$ cat src/rtl/pic_init_pkg.sv
package pic_init_pkg;
  typedef enum logic [2:0] {
    ST_UNINIT = 3'd0,
    ST_ICW2   = 3'd1,
    ST_ICW3   = 3'd2,
    ST_ICW4   = 3'd3,
    ST_READY  = 3'd4
  } seq_state_t;

  localparam int OPEN_FLAG_BIT = 4;
  localparam int AEOI_BIT      = 1;
  localparam int VBASE_LSB     = 3;
endpackage

$ cat src/rtl/pic_port_decode.sv
module pic_port_decode #(
  parameter int ADDR_W    = 8,
  parameter int DATA_W    = 8,
  parameter logic [ADDR_W-1:0] BASE_ADDR = 8'h20
) (
  input  logic              wr_en,
  input  logic [ADDR_W-1:0] wr_addr,
  input  logic [DATA_W-1:0] wr_data,
  output logic              open_hit,
  output logic              data_hit
);
  import pic_init_pkg::*;

  localparam logic [ADDR_W-1:0] DATA_ADDR = BASE_ADDR + ADDR_W'(1);

  always_comb begin
    open_hit = wr_en && (wr_addr == BASE_ADDR) && wr_data[OPEN_FLAG_BIT];
    data_hit = wr_en && (wr_addr == DATA_ADDR);
  end
endmodule

$ cat src/rtl/pic_seq_fsm.sv
module pic_seq_fsm (
  input  logic clk,
  input  logic rst_n,
  input  logic open_hit,
  input  logic data_hit,
  output logic take_w2,
  output logic take_w3,
  output logic take_w4,
  output logic mask_wr,
  output logic seq_ready
);
  import pic_init_pkg::*;

  seq_state_t state_q, state_d;

  always_comb begin
    state_d = state_q;
    if (open_hit) begin
      state_d = ST_ICW2;
    end else if (data_hit) begin
      case (state_q)
        ST_ICW2: state_d = ST_ICW3;
        ST_ICW3: state_d = ST_ICW4;
        ST_ICW4: state_d = ST_READY;
        default: state_d = state_q;
      endcase
    end
  end

  always_ff @(posedge clk or negedge rst_n) begin
    if (!rst_n) state_q <= ST_UNINIT;
    else        state_q <= state_d;
  end

  always_comb begin
    take_w2   = data_hit && !open_hit && (state_q == ST_ICW2);
    take_w3   = data_hit && !open_hit && (state_q == ST_ICW3);
    take_w4   = data_hit && !open_hit && (state_q == ST_ICW4);
    mask_wr   = data_hit && !open_hit && (state_q == ST_READY);
    seq_ready = (state_q == ST_READY);
  end

  // an opening write always leads to the second-word state
  p_restart_r2: assert property (@(posedge clk) disable iff (!rst_n)
    open_hit |=> (state_q == ST_ICW2));

  // ready can only be entered from the fourth-word state
  p_ready_entry_r8: assert property (@(posedge clk) disable iff (!rst_n)
    $rose(seq_ready) |-> ($past(state_q) == ST_ICW4));
endmodule

$ cat src/rtl/pic_cfg_regs.sv
module pic_cfg_regs #(
  parameter int DATA_W   = 8,
  parameter bit IS_SLAVE = 1'b0,
  parameter int ID_W     = 3
) (
  input  logic              clk,
  input  logic              rst_n,
  input  logic              open_hit,
  input  logic              take_w2,
  input  logic              take_w3,
  input  logic              take_w4,
  input  logic              mask_wr,
  input  logic              seq_ready,
  input  logic [DATA_W-1:0] wr_data,
  output logic              rearm_edges,
  output logic [DATA_W-1:0] irq_mask,
  output logic [DATA_W-4:0] vec_base,
  output logic [DATA_W-1:0] cascade_map,
  output logic [ID_W-1:0]   slave_id,
  output logic              auto_eoi,
  output logic              rd_req_sel,
  output logic [ID_W-1:0]   lowest_prio
);
  import pic_init_pkg::*;

  localparam logic [ID_W-1:0] ID_MAX = {ID_W{1'b1}};

  logic              rearm_q;
  logic [DATA_W-1:0] mask_q;
  logic [DATA_W-4:0] vbase_q;
  logic              aeoi_q;
  logic              rdsel_q;
  logic [ID_W-1:0]   lowp_q;
  logic [ID_W-1:0]   sid_q;
  logic [ID_W-1:0]   sid_d;
  logic              sid_en;

  always_ff @(posedge clk or negedge rst_n) begin
    if (!rst_n) rearm_q <= 1'b0;
    else        rearm_q <= open_hit;
  end

  always_ff @(posedge clk or negedge rst_n) begin
    if (!rst_n)             mask_q <= '1;
    else if (open_hit)      mask_q <= '0;
    else if (mask_wr)       mask_q <= wr_data;
  end

  always_ff @(posedge clk or negedge rst_n) begin
    if (!rst_n)             vbase_q <= '0;
    else if (take_w2)       vbase_q <= wr_data[DATA_W-1:VBASE_LSB];
  end

  always_ff @(posedge clk or negedge rst_n) begin
    if (!rst_n)             aeoi_q <= 1'b0;
    else if (take_w4)       aeoi_q <= wr_data[AEOI_BIT];
  end

  always_ff @(posedge clk or negedge rst_n) begin
    if (!rst_n) begin
      rdsel_q <= 1'b0;
      lowp_q  <= '0;
    end else if (open_hit) begin
      rdsel_q <= 1'b1;
      lowp_q  <= ID_MAX;
    end
  end

  always_ff @(posedge clk or negedge rst_n) begin
    if (!rst_n)      sid_q <= '0;
    else if (sid_en) sid_q <= sid_d;
  end

  generate
    if (IS_SLAVE) begin : g_slave
      always_comb begin
        sid_en = open_hit || take_w3;
        sid_d  = open_hit ? ID_MAX : wr_data[ID_W-1:0];
      end
      assign cascade_map = '0;
    end else begin : g_master
      logic [DATA_W-1:0] casc_q;
      always_ff @(posedge clk or negedge rst_n) begin
        if (!rst_n)       casc_q <= '0;
        else if (take_w3) casc_q <= wr_data;
      end
      always_comb begin
        sid_en = open_hit;
        sid_d  = ID_MAX;
      end
      assign cascade_map = casc_q;
    end
  endgenerate

  assign rearm_edges = rearm_q;
  assign irq_mask    = mask_q;
  assign vec_base    = vbase_q;
  assign slave_id    = sid_q;
  assign auto_eoi    = aeoi_q;
  assign rd_req_sel  = rdsel_q;
  assign lowest_prio = lowp_q;

  // the opening write clears the mask
  p_mask_clear_r3: assert property (@(posedge clk) disable iff (!rst_n)
    open_hit |=> (irq_mask == '0));

  // outside the ready state only an opening write moves the mask
  p_mask_hold_r10: assert property (@(posedge clk) disable iff (!rst_n)
    (!seq_ready && !open_hit) |=> $stable(irq_mask));

  // fixed defaults follow every opening write
  p_init_defaults_r4: assert property (@(posedge clk) disable iff (!rst_n)
    open_hit |=> (slave_id == ID_MAX && rd_req_sel && lowest_prio == ID_MAX));

  // the rearm pulse follows an opening write
  p_rearm_pulse_r5: assert property (@(posedge clk) disable iff (!rst_n)
    open_hit |=> rearm_edges);

  // no rearm pulse without an opening write
  p_rearm_single_r5: assert property (@(posedge clk) disable iff (!rst_n)
    !open_hit |=> !rearm_edges);
endmodule

$ cat src/rtl/pic_init_seq.sv
module pic_init_seq #(
  parameter bit IS_SLAVE = 1'b0,
  parameter int ADDR_W   = 8,
  parameter int DATA_W   = 8
) (
  input  logic                      clk,
  input  logic                      rst_n,
  input  logic                      wr_en,
  input  logic [ADDR_W-1:0]         wr_addr,
  input  logic [DATA_W-1:0]         wr_data,
  output logic                      rearm_edges,
  output logic                      cfg_ready,
  output logic [DATA_W-1:0]         irq_mask,
  output logic [DATA_W-4:0]         vec_base,
  output logic [DATA_W-1:0]         cascade_map,
  output logic [$clog2(DATA_W)-1:0] slave_id,
  output logic                      auto_eoi,
  output logic                      rd_req_sel,
  output logic [$clog2(DATA_W)-1:0] lowest_prio
);
  localparam int ID_W = $clog2(DATA_W);
  localparam logic [ADDR_W-1:0] BASE_ADDR = IS_SLAVE ? ADDR_W'(8'hA0) : ADDR_W'(8'h20);

  logic rst_meta_q, rst_sync_q;
  logic open_hit, data_hit;
  logic take_w2, take_w3, take_w4, mask_wr, seq_ready;

  always_ff @(posedge clk or negedge rst_n) begin
    if (!rst_n) begin
      rst_meta_q <= 1'b0;
      rst_sync_q <= 1'b0;
    end else begin
      rst_meta_q <= 1'b1;
      rst_sync_q <= rst_meta_q;
    end
  end

  pic_port_decode #(
    .ADDR_W(ADDR_W), .DATA_W(DATA_W), .BASE_ADDR(BASE_ADDR)
  ) u_decode (
    .wr_en(wr_en), .wr_addr(wr_addr), .wr_data(wr_data),
    .open_hit(open_hit), .data_hit(data_hit)
  );

  pic_seq_fsm u_fsm (
    .clk(clk), .rst_n(rst_sync_q),
    .open_hit(open_hit), .data_hit(data_hit),
    .take_w2(take_w2), .take_w3(take_w3), .take_w4(take_w4),
    .mask_wr(mask_wr), .seq_ready(seq_ready)
  );

  pic_cfg_regs #(
    .DATA_W(DATA_W), .IS_SLAVE(IS_SLAVE), .ID_W(ID_W)
  ) u_regs (
    .clk(clk), .rst_n(rst_sync_q),
    .open_hit(open_hit), .take_w2(take_w2), .take_w3(take_w3),
    .take_w4(take_w4), .mask_wr(mask_wr), .seq_ready(seq_ready),
    .wr_data(wr_data),
    .rearm_edges(rearm_edges), .irq_mask(irq_mask), .vec_base(vec_base),
    .cascade_map(cascade_map), .slave_id(slave_id), .auto_eoi(auto_eoi),
    .rd_req_sel(rd_req_sel), .lowest_prio(lowest_prio)
  );

  assign cfg_ready = seq_ready;
endmodule

$ cat config.mk
export PLATFORM = sky130hd
export DESIGN_NAME = pic_init_seq
export DESIGN_NICKNAME = d
export VERILOG_FILES = /design/src/rtl/pic_init_pkg.sv /design/src/rtl/pic_port_decode.sv /design/src/rtl/pic_seq_fsm.sv /design/src/rtl/pic_cfg_regs.sv /design/src/rtl/pic_init_seq.sv
export SDC_FILE = /design/constraint.sdc
export NUM_CORES = 1
export LEC_CHECK = 0
export BUFFER_PORTS_ARGS = -buffer_cell sky130_fd_sc_hd__buf_2
export CORE_ASPECT_RATIO = 0.5
export CORE_MARGIN = 2
export CORE_UTILIZATION = 47
export CTS_CLUSTER_SIZE = 14
export DETAILED_ROUTE_END_ITERATION = 6
export HOLD_SLACK_MARGIN = 0.15
export PLACE_DENSITY = 0.88
export SETUP_SLACK_MARGIN = 0.4
export SYNTH_ARGS = -nofsm -noshare
export SYNTH_HDL_FRONTEND = slang
export SYNTH_SLANG_ARGS = --single-unit
$ cat constraint.sdc
create_clock -name clk -period 1.33 [get_ports clk]
set_clock_uncertainty 0.15 [all_clocks]
set_input_delay 0 -clock clk [delete_from_list [all_inputs] [get_ports clk]]
set_output_delay 0 -clock clk [all_outputs]
set_load 0.02 [all_outputs]
Word level (Yosys, flattened, before mapping). Index checks and enable logic that the tools add are counted.

Eq/ne operators: 6. Muxes and demuxes: 5. Reduce and logical (&&, ||, !) cells: 13.

Operators with widths (number): 8-bit by 6-bit equality test with 1-bit output (second input constant) (2); 8-bit 2-to-1 mux (2); 3-bit case mux with 3 select lines (1); 1-bit logical AND (8); 3-bit by 2-bit equality test with 1-bit output (second input constant) (2); 3-bit 2-to-1 mux (2); 2-bit nonzero test (2); 4-bit nonzero test (1); 3-bit by 1-bit equality test with 1-bit output (second input constant) (1); 3-bit equality test (second input constant) (1); 2-bit AND reduction (1); 1-bit logical NOT (1).

Register bits after elaboration: 30. Bits of input ports: 19. Output and inout port bits: 31. Logic and storage cells: 34.

Longest topological paths before layout. Gate-level depths: netlist (run 1).

Depth after elaboration: 8. Mapped depth: 4. Depth with buffers taken out: 3.

Modules after synthesis. Synthesis (run 1) repeated with hierarchy kept, for this count alone.

Cell total of the unflattened synthesis: 93. Area total of the unflattened synthesis: 1281.2 sq um.

By module, submodules not included: pic_cfg_regs (times used 1, cells each 64, area each 987.2 sq um, sequential area each 610.6 sq um); pic_seq_fsm (times used 1, cells each 20, area each 195.2 sq um, sequential area each 75.1 sq um); pic_init_seq (times used 1, cells each 3, area each 53.8 sq um, sequential area each 50.0 sq um); pic_port_decode (times used 1, cells each 6, area each 45.0 sq um, sequential area each 0.0 sq um).

Worst setup path after synthesis (run 1). OpenSTA, ideal clock, no wires.

Path kind: flip-flop to flip-flop. From: reg u_fsm.state_q[0]. To: reg u_regs.mask_q[0], in the netlist u_regs.irq_mask[0]. Library setup time: 61 ps. Arrival: 1272 ps. Data required time: 1119 ps. Setup slack: -154 ps. Cell stages (with the launch flop): 5. Path buffers: 1. Clock period less this slack: 1484 ps. Path through: dfrtp_1 > nor4bb_1 > and3_1 > clkbuf_1 > a22o_1.

Word-level cells in the longest chain between the ends: 3.

RTL lines: from (decl) (line pic_seq_fsm.sv:14) `seq_state_t state_q, state_d;`; from (signal assigned) (line pic_seq_fsm.sv:32) `else state_q <= state_d;`; 3-bit equality test (line pic_seq_fsm.sv:39) `mask_wr = data_hit && !open_hit && (state_q == ST_READY);`; 1-bit logical AND (line pic_seq_fsm.sv:39); 2-bit nonzero test (no line); to (signal assigned) (line pic_cfg_regs.sv:46) `else if (mask_wr) mask_q <= wr_data;`; to (decl) (line pic_cfg_regs.sv:29) `logic [DATA_W-1:0] mask_q;`.

No other way between the ends. A chain may end at the register's enable or synchronous reset.

Worst setup path in the final report (run 1).
From: reg u_fsm.state_q[0]. To: reg u_regs.mask_q[4], in the netlist u_regs.irq_mask[4].

The elaborated chain is that of the path after synthesis.

==> metrics.csv, run 1 <==
metric,value,unit
Total GRT Usage,0.289,
Core ar.,2540,µm²
clock root cell,clkbuf_8,
outcome,"complete, but fails checks",
RSZ-0062 raised after global routing,yes,
hpwl dp,2100,µm
Fin. Hold Viols,0,
Internal,1.62,mW
antenna violations before repair,0,
Crit Path Max Fanout,6,
CP arrival,1.69,ns
syn nets,105,
wire per inst,21.5,µm
row cnt,13,
Initial DRC Count,159,
Vias/cell,5.56,
Sequential Power Share,0.439,
global-route wire length before repair,6200,µm
CP required,1.39,ns
Top Ports,50,
clk slew on worst S/H paths,0.07,ns
top cell type's share of synthesized area,0.427,
First-pass DRT Iterations,4,
Comb pwr share,0.096,
Port Buffer Count,49,
die span in x,76.4,µm
largest net degree at the start of global routing,17,
final instance area,2180,µm²
Psw,491,µW
most frequent cells in the layout,"buf_6 (36), buf_2 (18), buf_4 (18)",
grt total ovfl,0,
crit start category,register,
XOR/XNOR Fraction of Synth Area,0,
"Setup violations, final",26,
mapped cell area,1230,µm²
Critical Path Sink,u_regs.irq_mask[4],
CP Launch Point,u_fsm.state_q[0],
Fin Setup TNS,-5.90,ns
library cells used by synthesis,25,
R2R Path End,u_regs.irq_mask[4],
CP Capture Type,register,
post-synthesis adder-cell area fraction,0,
largest family of logic cells by synthesized area,multiplexers,
clock power share,0.465,
H-tree Lvls,2,
routed vias,1157,
R2R setup slack,-0.30,ns
"commonest non-fill, non-tap cell in the layout",buf_6,
final setup margin,-0.299,ns
"Clk Latency, worst-skew pair",0.29,ns
sequential share of the synthesized area,0.598,
DRC viols,0,
Synth Register Bits,29,
critical path class,reg2reg,
Pins Over Slew Limit,0,
Static Leak,1.10,nW
minimum clock period,1.63,ns
Layout Nets,189,
mux cell area share after synthesis,0.128,
Die ar.,3070,µm²
total CTS buffers,5,
Syn-to-layout area delta,77.3,%
Fillers,102,
r2r startpoint,u_fsm.state_q[0],
smallest hold slack,0.00695,ns
Clock Sinks,29,
syn_area_per_cell,14.3,µm²
compound-gate portion of the synthesized area,0.0965,
Cells after Synth,86,
ANT nets after route,0,
Initial Util,0.485,
Design Power,2.11,mW
fin util,0.860,
largest cells by area after synthesis,"dfrtp_1 (43%), dfstp_2 (17%), mux2_2 (13%), a22o_1 (5.7%), nor4b_4 (3.9%)",
Max Root-Sink Buffers,2,
path category of the worst min-delay check,reg2async,
Synth Warn #,0,
share of cells above drive strength 1,0.696,
post-synthesis simple-gate area fraction,0.123,
CTS tree,built,
Switching Share,0.232,
fmax,614,MHz
Synth area leader,dfrtp_1,
max-cap viol count,0,
# diodes,0,
Die Span Y,40.2,µm
Pwr Density,968,nW/µm²
WL final,4480,µm
failing checks,negative setup slack,
vias in the first global route,1120,
final worst path period share,1.22,
global placer's final weighted congestion,0.835,
Placed Area,1580,µm²
Reg2Reg Depth,4,
Max rail drop VDD,0.000733,V
what timing repair did:
action                                  CTS  global route
endpoints found under the setup margin   58            58
hold endpoints to repair                 40            16
hold buffers                              9             1
pin swaps                                 6             7
setup buffers                             7             8
gates resized for setup                  69            14
flip-flops by register name, summed over array words and instances (netlist names):
signal	count
rst_sync_q	1
rst_meta_q	1
u_regs.cascade_map	8
u_regs.irq_mask	8
u_regs.rearm_edges	1
u_fsm.state_q	3
u_regs.auto_eoi	1
u_regs.vec_base	5
u_regs.lowest_prio	1
worst min path at each step:
stage | startpoint | cells after the start | slack, ns | end
global placement | rst_n | 1 | -0.37 | rst_meta_q
floorplan | rst_n | 0 | -0.45 | rst_meta_q
detailed placement | rst_n | 1 | -0.36 | rst_meta_q
finish | rst_sync_q | 0 | 0.007 | u_fsm.state_q[0]
global route | wr_addr[0] | 4 | 0.02 | u_fsm.state_q[0]
CTS | wr_data[4] | 2 | -0.16 | u_regs.irq_mask[4]
cell type report:
cell class                      instances  area, µm²  area share
Inverter                                4       15.0     0.00688
Timing Repair Buffer                   84        771       0.353
Clock inverter                          1       30.0      0.0138
Sequential cell                        29        742       0.340
Multi-Input combinational cell         46        493       0.226
Clock buffer                            7       86.3      0.0395
Tap cell                               37       46.3      0.0212
routing by layer:
metal  global-route usage  vias up  wire, µm  share of wire
met5                    0        -         0              0
met4                0.114        0       165          0.037
met3               0.0968       25       368          0.082
met2                0.522       78      2190           0.49
met1                0.340      575      1760           0.39
li1                     -      479         -              -
synthesized netlist by cell type (all sizes together):
cell,n
nand2b,1
nor4bb,1
a22o,8
a32o,1
and3,1
nand3,1
clkbuf,1
nor2b,3
o211ai,2
conb,1
and2,2
nor3b,1
o2111ai,1
inv,4
nor4b,2
nand4,3
a221o,1
dfrtp,21
nor2,1
and4,1
dfstp,8
buf,6
mux2,14
o21ai,1
worst max-delay path: stages, from the launching register on:
cell      delay, ns
dfrtp_2        0.45
nor4bb_4       0.33
o211ai_1       0.17
buf_4          0.20
a22o_1         0.24
cells by family (layout without fill, tap and decap cells):
family                 Yosys count  after routing
AO/OA/AOI/OAI                   14             14
buffers and inverters           11             96
flip-flops                      29             29
multiplexers                    14             14
other                            1              1
AND/OR/NAND/NOR                 17             17
per-stage QoR:
| step | instances | worst slack [ns] |
|---|---|---|
| global route | 208 | -0.336 |
| global placement | 175 | -0.213 |
| CTS | 199 | -0.176 |
| detailed placement | 175 | -0.321 |
| floorplan | 86 | -0.113 |
| finish | 208 | -0.299 |
power by group through the flow:
stage / clock network (mW) / logic, mW / registers, mW
2_1_floorplan: 0 / 0.0514 / 0.946
3_3_place_gp: 0 / 0.130 / 0.931
3_5_place_dp: 0 / 0.135 / 0.933
4_1_cts: 0.962 / 0.188 / 0.923
5_1_grt: 1.03 / 0.214 / 0.928
6_report: 0.984 / 0.203 / 0.927
Power figures use the tool's default switching activity.
==> run 2, diff against run 1 <==
PLACE_DENSITY = 0.87   (was 0.88)
==> metrics.csv, run 2 (synthesis results as in run 1) <==
metric,value,unit
Max rail drop VDD,0.000620,V
share of cells above drive strength 1,0.665,
Layout Nets,182,
grt total ovfl,0,
"critical path, cell by cell",and2_1 > nand4_2 > buf_4 > mux2_2,
Crit-path slowest cell,dfrtp_2,
"Clk Latency, worst-skew pair",0.29,ns
First-pass DRT Iterations,4,
# diodes,0,
critical path class,reg2reg,
Vias/cell,5.64,
antenna violations before repair,0,
CTS tree,built,
H-tree Lvls,2,
DRC viols,0,
most frequent cells in the layout,"buf_6 (33), buf_2 (18), buf_4 (16), dfrtp_1 (16), mux2_2 (13)",
Placed Area,1560,µm²
outcome,"complete, but fails checks",
Initial DRC Count,140,
Static Leak,1.06,nW
die span in x,76.4,µm
# hold bufs at CTS,10,
CP required,1.34,ns
"Setup violations, final",26,
WL final,4150,µm
RSZ-0062 raised after global routing,yes,
vias in the first global route,1089,
routed vias,1133,
max-cap viol count,0,
global-route wire length before repair,5470,µm
Max Root-Sink Buffers,2,
final worst path period share,1.19,
failing checks,"negative hold slack, negative setup slack",
Initial Util,0.485,
Clock Sinks,29,
row cnt,13,
Design Power,1.95,mW
clock root cell,clkbuf_8,
fmax,629,MHz
Core ar.,2540,µm²
Fin. Hold Viols,1,
smallest hold slack,-0.00233,ns
Pwr Density,947,nW/µm²
Layout Cells excl Fill,201,
cell count after placement,176,
crit start category,register,
Total GRT Usage,0.256,
cell class contributing the biggest share of worst-path delay,flip-flops,
total CTS buffers,5,
Die Span Y,40.2,µm
Syn-to-layout area delta,67.0,%
ANT nets after route,0,
pre-CTS setup slack,-0.351,ns
Top Ports,50,
Port Buffer Count,49,
Pins Over Slew Limit,0,
"commonest non-fill, non-tap cell in the layout",buf_6,
clk slew on worst S/H paths,0.07,ns
wire per inst,20.6,µm
Max stage delay on crit path,0.46,ns
path category of the worst min-delay check,in2reg,
final setup margin,-0.259,ns
largest net degree at the start of global routing,28,
CP Capture Type,register,
Crit Path Max Fanout,5,
hpwl dp,1910,µm
"Buf+Inv Stages, Crit Path",1,
CP arrival,1.60,ns
Die ar.,3070,µm²
global placer's final weighted congestion,0.799,
minimum clock period,1.59,ns
final instance area,2060,µm²
[run 2: what timing repair did]
action / CTS / global route
resized for setup: 65 / 10
pin swaps: 4 / 5
setup endpoints to repair: 57 / 58
endpoints found under the hold margin: 48 / 25
buffers inserted: 5 / 2
[run 2: worst paths after layout]
| path | start | to | slack, ns | cells past startpoint |
|---|---|---|---|---|
| worst max-delay path | u_fsm.state_q[1] | u_regs.cascade_map[4] | -0.26 | 4 |
| worst min-delay path | wr_addr[7] | u_regs.auto_eoi | -0.002 | 4 |
| worst max register to register | u_fsm.state_q[1] | u_regs.cascade_map[4] | -0.26 | 4 |
| worst min register to register | rst_sync_q | u_regs.lowest_prio[0] | 0.10 | 1 |
| max in group asynchronous | rst_n | rst_sync_q | 0.47 | 3 |
| min in group asynchronous | rst_sync_q | u_regs.lowest_prio[0] | 0.10 | 1 |
[run 2: stage by stage]
stage	utilization	TNS, ns
after floorplan	-	-1.80
after global placement	0.615	-2.99
after detailed placement	0.615	-4.57
after CTS	0.791	-3.48
after global routing	0.810	-5.65
final	0.810	-4.96
[run 2: report_power, final]
group	switching [mW]	internal, mW	leakage (nW)	total (mW)
clock	0.358	0.467	0.0542	0.825
sequential	0.0208	0.900	0.358	0.920
combinational	0.0951	0.105	0.647	0.200
total	0.474	1.47	1.06	1.95
[run 2: routing by layer]
layer / global-route usage / vias to the layer above / wire, µm
met5: 0 / - / 0
met4: 0.195 / 0 / 226
met3: 0.0856 / 30 / 274
met2: 0.454 / 80 / 1970
met1: 0.277 / 557 / 1680
li1: - / 466 / -
[run 2: layout make-up]
type / count / area [µm²]
flip-flops and latches: 29 / 742
multi-input cells: 46 / 467
clock buffers: 7 / 96.3
inverters: 4 / 15.0
fillers: 126 / 482
well taps: 37 / 46.3
clock inverters: 1 / 5.00
repair buffers: 77 / 684
[run 2: worst reg2reg max path, stage by stage (launching register included)]
cell and delay (ns):
dfrtp_2 0.46, and2_1 0.23, nand4_2 0.14, buf_4 0.20, mux2_2 0.29
==> run 3, diff against run 2 <==
PLACE_DENSITY = 0.83   (was 0.87)
==> metrics.csv, run 3 (synthesis results as in run 1) <==
metric,value,unit
outcome,"complete, but fails checks",
wire per inst,17.3,µm
global-route wire length before repair,4930,µm
Static Leak,1.04,nW
ANT nets after route,0,
Pwr Density,996,nW/µm²
"Clk Latency, worst-skew pair",0.29,ns
Total GRT Usage,0.227,
minimum clock period,1.52,ns
smallest hold slack,-0.0369,ns
grt total ovfl,0,
total CTS buffers,5,
# diodes,0,
Die ar.,3070,µm²
Initial DRC Count,32,
Top Ports,50,
Port Buffer Count,49,
Syn-to-layout area delta,68.8,%
WL final,3460,µm
antenna violations before repair,0,
routed vias,1041,
cell class contributing the biggest share of worst-path delay,flip-flops,
max-cap viol count,0,
CP Capture Type,register,
Max Root-Sink Buffers,2,
row cnt,13,
path category of the worst min-delay check,in2reg,
"Buf+Inv Stages, Crit Path",1,
failing checks,"negative hold slack, negative setup slack",
CP arrival,1.58,ns
fmax,659,MHz
clock root cell,clkbuf_8,
"Setup violations, final",24,
crit start category,register,
Crit-path slowest cell,dfrtp_2,
Vias/cell,5.21,
H-tree Lvls,2,
share of cells above drive strength 1,0.687,
global placer's final weighted congestion,0.753,
Initial Util,0.485,
First-pass DRT Iterations,4,
Max rail drop VDD,0.000786,V
Die Span Y,40.2,µm
"commonest non-fill, non-tap cell in the layout",buf_6,
vias in the first global route,949,
pre-CTS setup slack,-0.185,ns
CTS tree,built,
critical path class,reg2reg,
final worst path period share,1.14,
largest net degree at the start of global routing,28,
RSZ-0062 raised after global routing,yes,
DRC viols,0,
Pins Over Slew Limit,0,
Clock Sinks,29,
Core ar.,2540,µm²
hpwl dp,1780,µm
"critical path, cell by cell",nor4bb_4 > o211ai_1 > buf_4 > a22o_1,
Max stage delay on crit path,0.44,ns
Design Power,2.07,mW
Fin. Hold Viols,1,
final setup margin,-0.187,ns
die span in x,76.4,µm
clk slew on worst S/H paths,0.07,ns
Crit Path Max Fanout,8,
Layout Nets,181,
most frequent cells in the layout,"buf_6 (34), buf_2 (18), dfrtp_1 (16)",
CP required,1.39,ns
## run 3: what timing repair did
action	CTS	global route
endpoints found under the setup margin	56	57
buffers inserted	3	4
gates resized for setup	67	11
cloned	0	0
hold buffers	9	1
pin swaps	4	1
endpoints found under the hold margin	48	24
## run 3: report_power, final
group          switching (mW)  leakage [nW]  total [mW]  internal [mW]
clock                   0.353        0.0574       0.962          0.608
combinational          0.0889         0.629       0.192          0.103
sequential             0.0167         0.358       0.916          0.900
## run 3: routing by layer
metal | vias up | track usage | part of all wire
li1 | 468 | - | -
met1 | 544 | 0.276 | 0.46
met2 | 27 | 0.392 | 0.49
met3 | 2 | 0.0856 | 0.041
met4 | 0 | 0.0773 | 0.0055
met5 | - | 0 | 0
## run 3: final cells by class
type,count,area (µm²)
Sequential cell,29,742
Timing Repair Buffer,76,678
Multi-Input combinational cell,46,477
Fill cell,122,459
Clock buffer,6,82.6
Tap cell,37,46.3
Clock inverter,2,37.5
Inverter,4,15.0
## run 3: path summary, 6_finish.rpt
kind	startpoint	endpoint	slack [ns]	depth (start not counted)
setup / recovery	u_fsm.state_q[1]	u_regs.irq_mask[0]	-0.19	4
hold / removal	wr_addr[0]	u_fsm.state_q[0]	-0.04	4
setup reg to reg	u_fsm.state_q[1]	u_regs.irq_mask[0]	-0.19	4
hold reg to reg	rst_sync_q	u_fsm.state_q[1]	0.10	1
max in group asynchronous	rst_n	rst_sync_q	0.50	3
min in group asynchronous	rst_sync_q	u_fsm.state_q[1]	0.10	1
## run 3: through the flow
step | area [µm²] | setup TNS [ns] | util | instances
finish | 2080 | -3.25 | 0.819 | 200
detailed placement | 1550 | -3.06 | 0.612 | 175
CTS | 2000 | -2.53 | 0.788 | 195
floorplan | 1240 | -1.80 | - | 86
global route | 2080 | -4.17 | 0.819 | 200
global placement | 1550 | -2.52 | 0.612 | 175
## run 3: tightest hold or removal path, cell delays in order
cell,delay (ns)
buf_2,0.13
inv_1,0.05
o21ai_0,0.08
o2111ai_1,0.09
